==> src/rtl/bdma_pkg.sv <==
package bdma_pkg;
  localparam int MEM_OFS_W = 16;
  localparam int PORT_W    = 8;

  typedef enum logic [1:0] {ST_IDLE, ST_LEAD, ST_MOVE} bdma_state_t;

  // Port register offset for a given mode and pattern phase.
  function automatic logic [1:0] port_offset(input logic [2:0] mode, input logic [1:0] ph);
    case (mode)
      3'd1, 3'd5: port_offset = {1'b0, ph[0]};
      3'd3, 3'd7: port_offset = {1'b0, ph[1]};
      3'd4:       port_offset = ph;
      default:    port_offset = 2'd0;
    endcase
  endfunction

  // Next memory offset for the chosen stepping rule.
  function automatic logic [MEM_OFS_W-1:0] next_ofs(input logic [MEM_OFS_W-1:0] a,
                                                    input logic hold, input logic down);
    if (hold)      next_ofs = a;
    else if (down) next_ofs = a - 1'b1;
    else           next_ofs = a + 1'b1;
  endfunction

  // Transfer that would make the work memory read and write itself.
  function automatic logic self_loop(input logic [7:0] bank, input logic [PORT_W-1:0] base,
                                     input logic to_mem);
    self_loop = ((bank == 8'h7E) || (bank == 8'h7F)) && (base == 8'h80) && !to_mem;
  endfunction
endpackage

==> src/rtl/bdma_slot_timer.sv <==
module bdma_slot_timer #(
  parameter int SLOT = 8,
  localparam int SW = $clog2(SLOT)
) (
  input  logic          clk,
  input  logic          rst_n,
  input  logic          clear,
  input  logic          run,
  output logic [SW-1:0] pos,
  output logic          last
);
  assign last = (pos == SW'(SLOT - 1));

  always_ff @(posedge clk or negedge rst_n) begin
    if (!rst_n)     pos <= '0;
    else if (clear) pos <= '0;
    else if (run)   pos <= last ? '0 : pos + 1'b1;
  end


  slot_wrap_chk: assert property (@(posedge clk) disable iff (!rst_n)
    (run && !clear && last) |=> (pos == '0));
endmodule

==> src/rtl/bdma_walker.sv <==
module bdma_walker
  import bdma_pkg::*;
#(
  parameter int AW = MEM_OFS_W,
  parameter int CW = 16
) (
  input  logic          clk,
  input  logic          rst_n,
  input  logic          load,
  input  logic          step,
  input  logic          clear_ph,
  input  logic [AW-1:0] ld_addr,
  input  logic [CW-1:0] ld_count,
  input  logic          hold,
  input  logic          down,
  output logic [AW-1:0] cur_addr,
  output logic [CW-1:0] cur_count,
  output logic [1:0]    phase,
  output logic          final_byte
);
  assign final_byte = (cur_count == CW'(1));

  always_ff @(posedge clk or negedge rst_n) begin
    if (!rst_n) begin
      cur_addr  <= '0;
      cur_count <= '0;
      phase     <= '0;
    end else if (load) begin
      cur_addr  <= ld_addr;
      cur_count <= ld_count;
      phase     <= '0;
    end else begin
      if (step) begin
        cur_addr  <= next_ofs(cur_addr, hold, down);
        cur_count <= cur_count - 1'b1;
      end
      if (clear_ph)  phase <= '0;
      else if (step) phase <= phase + 1'b1;
    end
  end


  count_dec_chk: assert property (@(posedge clk) disable iff (!rst_n)
    (step && !load) |=> (cur_count == $past(cur_count) - 1'b1));

  hold_addr_chk: assert property (@(posedge clk) disable iff (!rst_n)
    (step && !load && hold) |=> $stable(cur_addr));
endmodule

==> src/rtl/byte_dma_channel.sv <==
module byte_dma_channel
  import bdma_pkg::*;
#(
  parameter int SLOT = 8,
  parameter int CW   = 16,
  localparam int AW  = MEM_OFS_W,
  localparam int BW  = PORT_W,
  localparam int SW  = $clog2(SLOT),
  localparam int RD_AT  = 0,
  localparam int CAP_AT = 1,
  localparam int WR_AT  = 2
) (
  input  logic          clk,
  input  logic          rst_n,
  input  logic          start_i,
  input  logic [2:0]    mode_i,
  input  logic          to_mem_i,
  input  logic          hold_addr_i,
  input  logic          down_i,
  input  logic [7:0]    bank_i,
  input  logic [AW-1:0] addr_i,
  input  logic [BW-1:0] port_base_i,
  input  logic [CW-1:0] count_i,
  input  logic          abort_i,
  output logic          mem_rd_o,
  output logic          mem_wr_o,
  output logic [23:0]   mem_addr_o,
  output logic [7:0]    mem_wdata_o,
  input  logic [7:0]    mem_rdata_i,
  output logic          port_rd_o,
  output logic          port_wr_o,
  output logic [BW-1:0] port_addr_o,
  output logic [7:0]    port_wdata_o,
  input  logic [7:0]    port_rdata_i,
  output logic          busy_o,
  output logic          done_o,
  output logic [AW-1:0] cur_addr_o,
  output logic [CW-1:0] cur_count_o
);
  bdma_state_t   state_q;
  logic [2:0]    mode_q;
  logic          to_mem_q, hold_q, down_q, blocked_q, done_q;
  logic [7:0]    bank_q, data_q;
  logic [BW-1:0] base_q;
  logic [SW-1:0] pos;
  logic          slot_last, final_byte;
  logic [1:0]    phase;

  // Named internal events.
  logic accept, abort_hit, byte_end, finish, in_move, rd_slot, wr_slot, cap_slot;
  assign accept    = (state_q == ST_IDLE) && start_i;
  assign abort_hit = (state_q != ST_IDLE) && abort_i;
  assign in_move   = (state_q == ST_MOVE);
  assign byte_end  = in_move && slot_last && !abort_i;
  assign finish    = byte_end && final_byte;
  assign rd_slot   = in_move && (pos == SW'(RD_AT)) && !blocked_q;
  assign cap_slot  = in_move && (pos == SW'(CAP_AT));
  assign wr_slot   = in_move && (pos == SW'(WR_AT)) && !blocked_q;

  bdma_slot_timer #(.SLOT(SLOT)) u_timer (
    .clk(clk), .rst_n(rst_n), .clear(accept || abort_hit),
    .run(state_q != ST_IDLE), .pos(pos), .last(slot_last));

  bdma_walker #(.AW(AW), .CW(CW)) u_walker (
    .clk(clk), .rst_n(rst_n), .load(accept), .step(byte_end),
    .clear_ph(finish || abort_hit), .ld_addr(addr_i), .ld_count(count_i),
    .hold(hold_q), .down(down_q), .cur_addr(cur_addr_o), .cur_count(cur_count_o),
    .phase(phase), .final_byte(final_byte));

  always_ff @(posedge clk or negedge rst_n) begin
    if (!rst_n) begin
      state_q   <= ST_IDLE;
      mode_q    <= '0;
      to_mem_q  <= 1'b0;
      hold_q    <= 1'b0;
      down_q    <= 1'b0;
      bank_q    <= '0;
      base_q    <= '0;
      blocked_q <= 1'b0;
      done_q    <= 1'b0;
      data_q    <= '0;
    end else begin
      done_q <= 1'b0;
      if (accept) begin
        state_q   <= ST_LEAD;
        mode_q    <= mode_i;
        to_mem_q  <= to_mem_i;
        hold_q    <= hold_addr_i;
        down_q    <= down_i;
        bank_q    <= bank_i;
        base_q    <= port_base_i;
        blocked_q <= self_loop(bank_i, port_base_i, to_mem_i);
      end else if (abort_hit) begin
        state_q <= ST_IDLE;
      end else begin
        if (state_q == ST_LEAD && slot_last) state_q <= ST_MOVE;
        if (finish) begin
          state_q <= ST_IDLE;
          done_q  <= 1'b1;
        end
      end
      if (cap_slot) data_q <= to_mem_q ? port_rdata_i : mem_rdata_i;
    end
  end

  assign busy_o       = (state_q != ST_IDLE);
  assign done_o       = done_q;
  assign mem_rd_o     = rd_slot && !to_mem_q;
  assign port_wr_o    = wr_slot && !to_mem_q;
  assign port_rd_o    = rd_slot && to_mem_q;
  assign mem_wr_o     = wr_slot && to_mem_q;
  assign mem_addr_o   = {bank_q, cur_addr_o};
  assign port_addr_o  = base_q + BW'(port_offset(mode_q, phase));
  assign mem_wdata_o  = data_q;
  assign port_wdata_o = data_q;


  abort_kill_chk: assert property (@(posedge clk) disable iff (!rst_n)
    abort_hit |=> (!busy_o && !done_o && $stable(cur_count_o)));

  done_idle_chk: assert property (@(posedge clk) disable iff (!rst_n)
    done_o |-> !busy_o);

  end_done_chk: assert property (@(posedge clk) disable iff (!rst_n)
    ($fell(busy_o) && !$past(abort_i)) |-> done_o);

  quiet_bus_chk: assert property (@(posedge clk) disable iff (!rst_n)
    blocked_q |-> !(mem_rd_o || mem_wr_o || port_rd_o || port_wr_o));

  busy_start_chk: assert property (@(posedge clk) disable iff (!rst_n)
    (busy_o && start_i) |=> ($stable(mode_q) && $stable(bank_q) && $stable(base_q)));

  bank_hold_chk: assert property (@(posedge clk) disable iff (!rst_n)
    (busy_o && !accept) |=> $stable(mem_addr_o[23:16]));
endmodule

==> config.mk <==
export PLATFORM = sky130hd
export DESIGN_NAME = byte_dma_channel
export DESIGN_NICKNAME = d
export VERILOG_FILES = /design/src/rtl/bdma_pkg.sv /design/src/rtl/bdma_slot_timer.sv /design/src/rtl/bdma_walker.sv /design/src/rtl/byte_dma_channel.sv
export SDC_FILE = /design/constraint.sdc
export NUM_CORES = 1
export LEC_CHECK = 0
export BUFFER_PORTS_ARGS = -buffer_cell sky130_fd_sc_hd__buf_2
export CAP_MARGIN = 30
export CORE_UTILIZATION = 38
export DETAILED_ROUTE_END_ITERATION = 6
export PLACE_DENSITY = 0.62
export RECOVER_POWER = 50
export SLEW_MARGIN = 30
export SYNTH_ARGS = -nofsm -noshare
export SYNTH_HDL_FRONTEND = slang
export SYNTH_SLANG_ARGS = --single-unit
==> constraint.sdc <==
create_clock -name clk -period 5.2 [get_ports clk]
set_clock_uncertainty 0.15 [all_clocks]
set_input_delay 1.04 -clock clk [delete_from_list [all_inputs] [get_ports clk]]
set_output_delay 1.04 -clock clk [all_outputs]
set_load 0.005 [all_outputs]
==> results by group <==
Detailed routing
  • Vias: 3,964
  • 1st-pass router iterations: 4
  • Initial drt markers: between 150 and 200
  • Final antenna-violating net count: 0
  • WL final: 11,200 um
  • WL per Instance: 14.4 um
  • DR DRC count: 0
  • Vias per inst: 5.11

Finish
  • Share of post-route cells with drive strength above 1: 28.2%
  • Area Overhead vs Synth: 23.6%
  • Ant. Diodes: 0
  • Layout Nets: about 730
  • FILL cells: approximately 1,100
  • Final Util: 49.2%
  • Post-route cell area: between 5000 and 6000 um2
  • Final cell count without fillers: 775

STA
  • Final hold vios: 0
  • Setup TNS: 0 ns
  • Unrepaired setup endpoints after global routing: no
  • Max-slew violation count: 35
  • Final setup vio count: 0
  • Final min period: approximately 3.3 ns
  • Worst-Margin Slew: 1.54 ns
  • Rel. slew slack: -2.51%
  • Final WS setup: approximately 1.9 ns
  • Period utilisation layout: 64.0%
  • Peak Freq: ~300 MHz

Setup path
  • Kind of start point of the critical path: flop
  • Critical Path RT: 4.01 ns
  • CP max-delay cell: fa_1
  • Worst path cell trace: o21ai_0 > o21ai_0 > ha_1 > fa_1 > and3_1 > nand3_1 > xnor2_1 > buf_2
  • Crit. End Element: output port
  • Most frequent CP cell: o21ai_0
  • Crit-path leading delay family: adder cells
  • Setup CP Type: reg2out
  • Crit path buf inv count: 1
  • Worst-path maximum fanout: 4
  • CP peak stage delay: between 0.4 and 0.5 ns
  • Worst path arrival time: ~2.1 ns

Power and ir drop
  • PwrDens: 445 nW/um2
  • Worst vdd rail ir drop: 0.000223 V
  • Cell leakage power: 2.67 nW

Logic synthesis
  • Synthesis Warnings: 0
  • Post-Syn Area per Cell: around 8.9 um2
  • Post-Synth Adder-Cell Area: 7.43%
  • Main synth FF type: dfrtp_1
  • Xor and xnor area share after synthesis: 5.76%
  • Gate count after technology mapping: approximately 500
  • FF+latch count, synth: between 70 and 80
  • Mapped Nets: just under 600
  • Mux contribution to synthesized area: 2.50%
  • Post-synth cell types: 61
  • Post-Synth Simple-Gate Area: 22.5%
  • Mapped Area: between 4000 and 5000 um2
  • Synth area leader: dfrtp_1
  • Yosys top cell area share: 40.3%
  • Compound-Gate Fraction of Synth Area: 14.9%
  • Main combinational cell family by area after synthesis: simple AND/OR/NAND/NOR gates
  • Post-synth EDFFs: 0
  • FFs w/ async S/R, synth: 100%
  • Top post-synthesis cells by area: dfrtp_1 40%, nand2_1 9.2%, ha_1 6.5%
  • Sequential area share after synthesis: 40.3%

CTS
  • Clk slew on worst S/H paths: 0.05 ns
  • CTS tree: built
  • Hold-fix buffers, CTS: 0
  • Post-CTS Setup Inserts: 0
  • Clk root buf: clkbuf_16
  • Sink Count: 71
  • Clock tree buffer depth: 2
  • Post-cts gate resize count: 0
  • Clock Latency Late Sink: 0.33 ns
  • Inserted Clock Buffers: 9
  • H-Tree Depth: 3

Die
  • Row cnt: 38
  • Chip Width: 110 um
  • I/O pins: 160
  • Die Ht: 110 um
  • Die ar.: around 12,000 um2
  • Core Box Area: 11,100 um2
  • Starting density of the core: 39.8%

Global routing
  • Met2 usage: 33.3%
  • Global route overflow: 0
  • Vias in the first global route: between 3,000 and 4,000
  • M1 GR Usage: 23.8%
  • Largest net degree at the start of global routing: 72
  • First-pass GRT wire length: 17,900 um
  • GR Util met3: 2.73%
  • Top Usage Layer GRT: met2
  • Initial antenna violation count: 0
  • Tot GR Track Use: roughly a fifth

Placement
  • Placed insts: 758
  • HPWL Detailed: 8220 um
  • Dpl cell area: 5160 um2
  • Port bufs: approximately 160
  • Placement Setup Slack: 2.05 ns
  • Placer Congestion: 0.888

Run status
  • Status: finished with violations
  • Violated checks: max-capacitance violations, max-slew violations

Flow run
  • Max cap viols: 1

Min path
  • Worst min path class: reg2reg
[placed cells by master, fill, tap and decap left out, drive strengths merged, types with 3 or more instances in the layout]
cell type,count
and3,3
dfrtp,71
a31oi,4
nand4b,4
xor2,15
ha,23
nand3b,3
nor2,34
nor4,3
clkbuf,25
o21a,5
a22oi,7
or4,3
o31ai,4
nor3,7
o211ai,5
nand3,13
a21o,6
mux2i,11
nand2,109
xnor2,14
a21oi,28
nand2b,7
o21ai,29
inv,10
nor2b,3
or3,5
buf,150
[kinds of logic (layout without fill, tap and decap cells)]
logic type / Yosys count / in the layout
buf+inv: 50 / 188
xor+xnor: 29 / 29
compound gates: 104 / 104
simple gates: 207 / 207
flops: 71 / 71
fa+ha+maj: 25 / 25
mux: 11 / 11
[worst paths after layout]
| path | start | to | slack [ns] | depth (start not counted) |
|---|---|---|---|---|
| worst max register to register | down_q | u_walker.cur_addr[15] | 2.18 | 7 |
| min in group asynchronous | rst_n | u_walker.cur_addr[5] | 0.56 | 1 |
| worst min-delay path | bank_q[0] | bank_q[0] | 0.32 | 2 |
| max in group asynchronous | rst_n | base_q[0] | 3.85 | 1 |
| worst max-delay path | mode_q[0] | port_addr_o[6] | 1.87 | 8 |
| worst min register to register | bank_q[0] | bank_q[0] | 0.32 | 2 |
[cell usage after synthesis (all sizes together), types with 3 or more instances]
cell type and n:
o21ai 29, ha 23, nand2 109, xnor2 14, nand3 13, nor2b 3
nand4b 4, nor2 34, a31oi 4, and3 3, o211ai 5, buf 28
or3 5, mux2i 11, nand3b 3, xor2 15, nand2b 7, nor3 7
clkbuf 12, a22oi 7, a21o 6, a21oi 28, inv 10, o21a 5
or4 3, nor4 3, o31ai 4, dfrtp 71
[cell type report]
class                      instances  area, um2  share of cell area [%]
multi-input combinational        376       2360                    43.3
sequential                        71       1780                    32.6
timing repair buffer             162        827                    15.2
clock buffer                      13        260                    4.77
tap                              140        175                    3.21
inverter                          10       37.5                   0.688
clock inverter                     3       17.5                   0.321
[sequential cells by signal, summed over array words and instances, names as in the netlist]
signal              cells
u_walker.cur_addr      16
down_q                  1
u_walker.cur_count     16
u_walker.phase          2
mem_wdata_o             8
hold_q                  1
u_timer.pos             3
to_mem_q                1
done_o                  1
mode_q                  3
bank_q                  8
state_q                 2
blocked_q               1
base_q                  8
[power breakdown]
part / switching [mW] / internal, mW
Clock: 0.230 / 0.348
Combinational: 0.531 / 0.476
Sequential: 0.161 / 0.679
[metrics by stage]
| stage | power [mW] | hold WS [ns] |
|---|---|---|
| 4_1_cts | 2.45 | 0.329 |
| 6_report | 2.42 | 0.323 |
| 5_1_grt | 2.61 | 0.354 |
| 3_3_place_gp | 1.83 | 0.306 |
| 2_1_floorplan | 1.56 | 0.288 |
| 3_5_place_dp | 1.85 | 0.310 |
[worst min-delay path, delay by kind of cell (launching register included)]
kind | cells | cell delay (ns)
DFF | 1 | 0.34
and+or+nand+nor | 2 | 0.11
[metal layers]
metal,wire (um),up-vias
li1,-,1977
met4,156,0
met2,5340,140
met3,662,12
met1,5000,1835
met5,0,-
(Power assumes the default switching activity.)
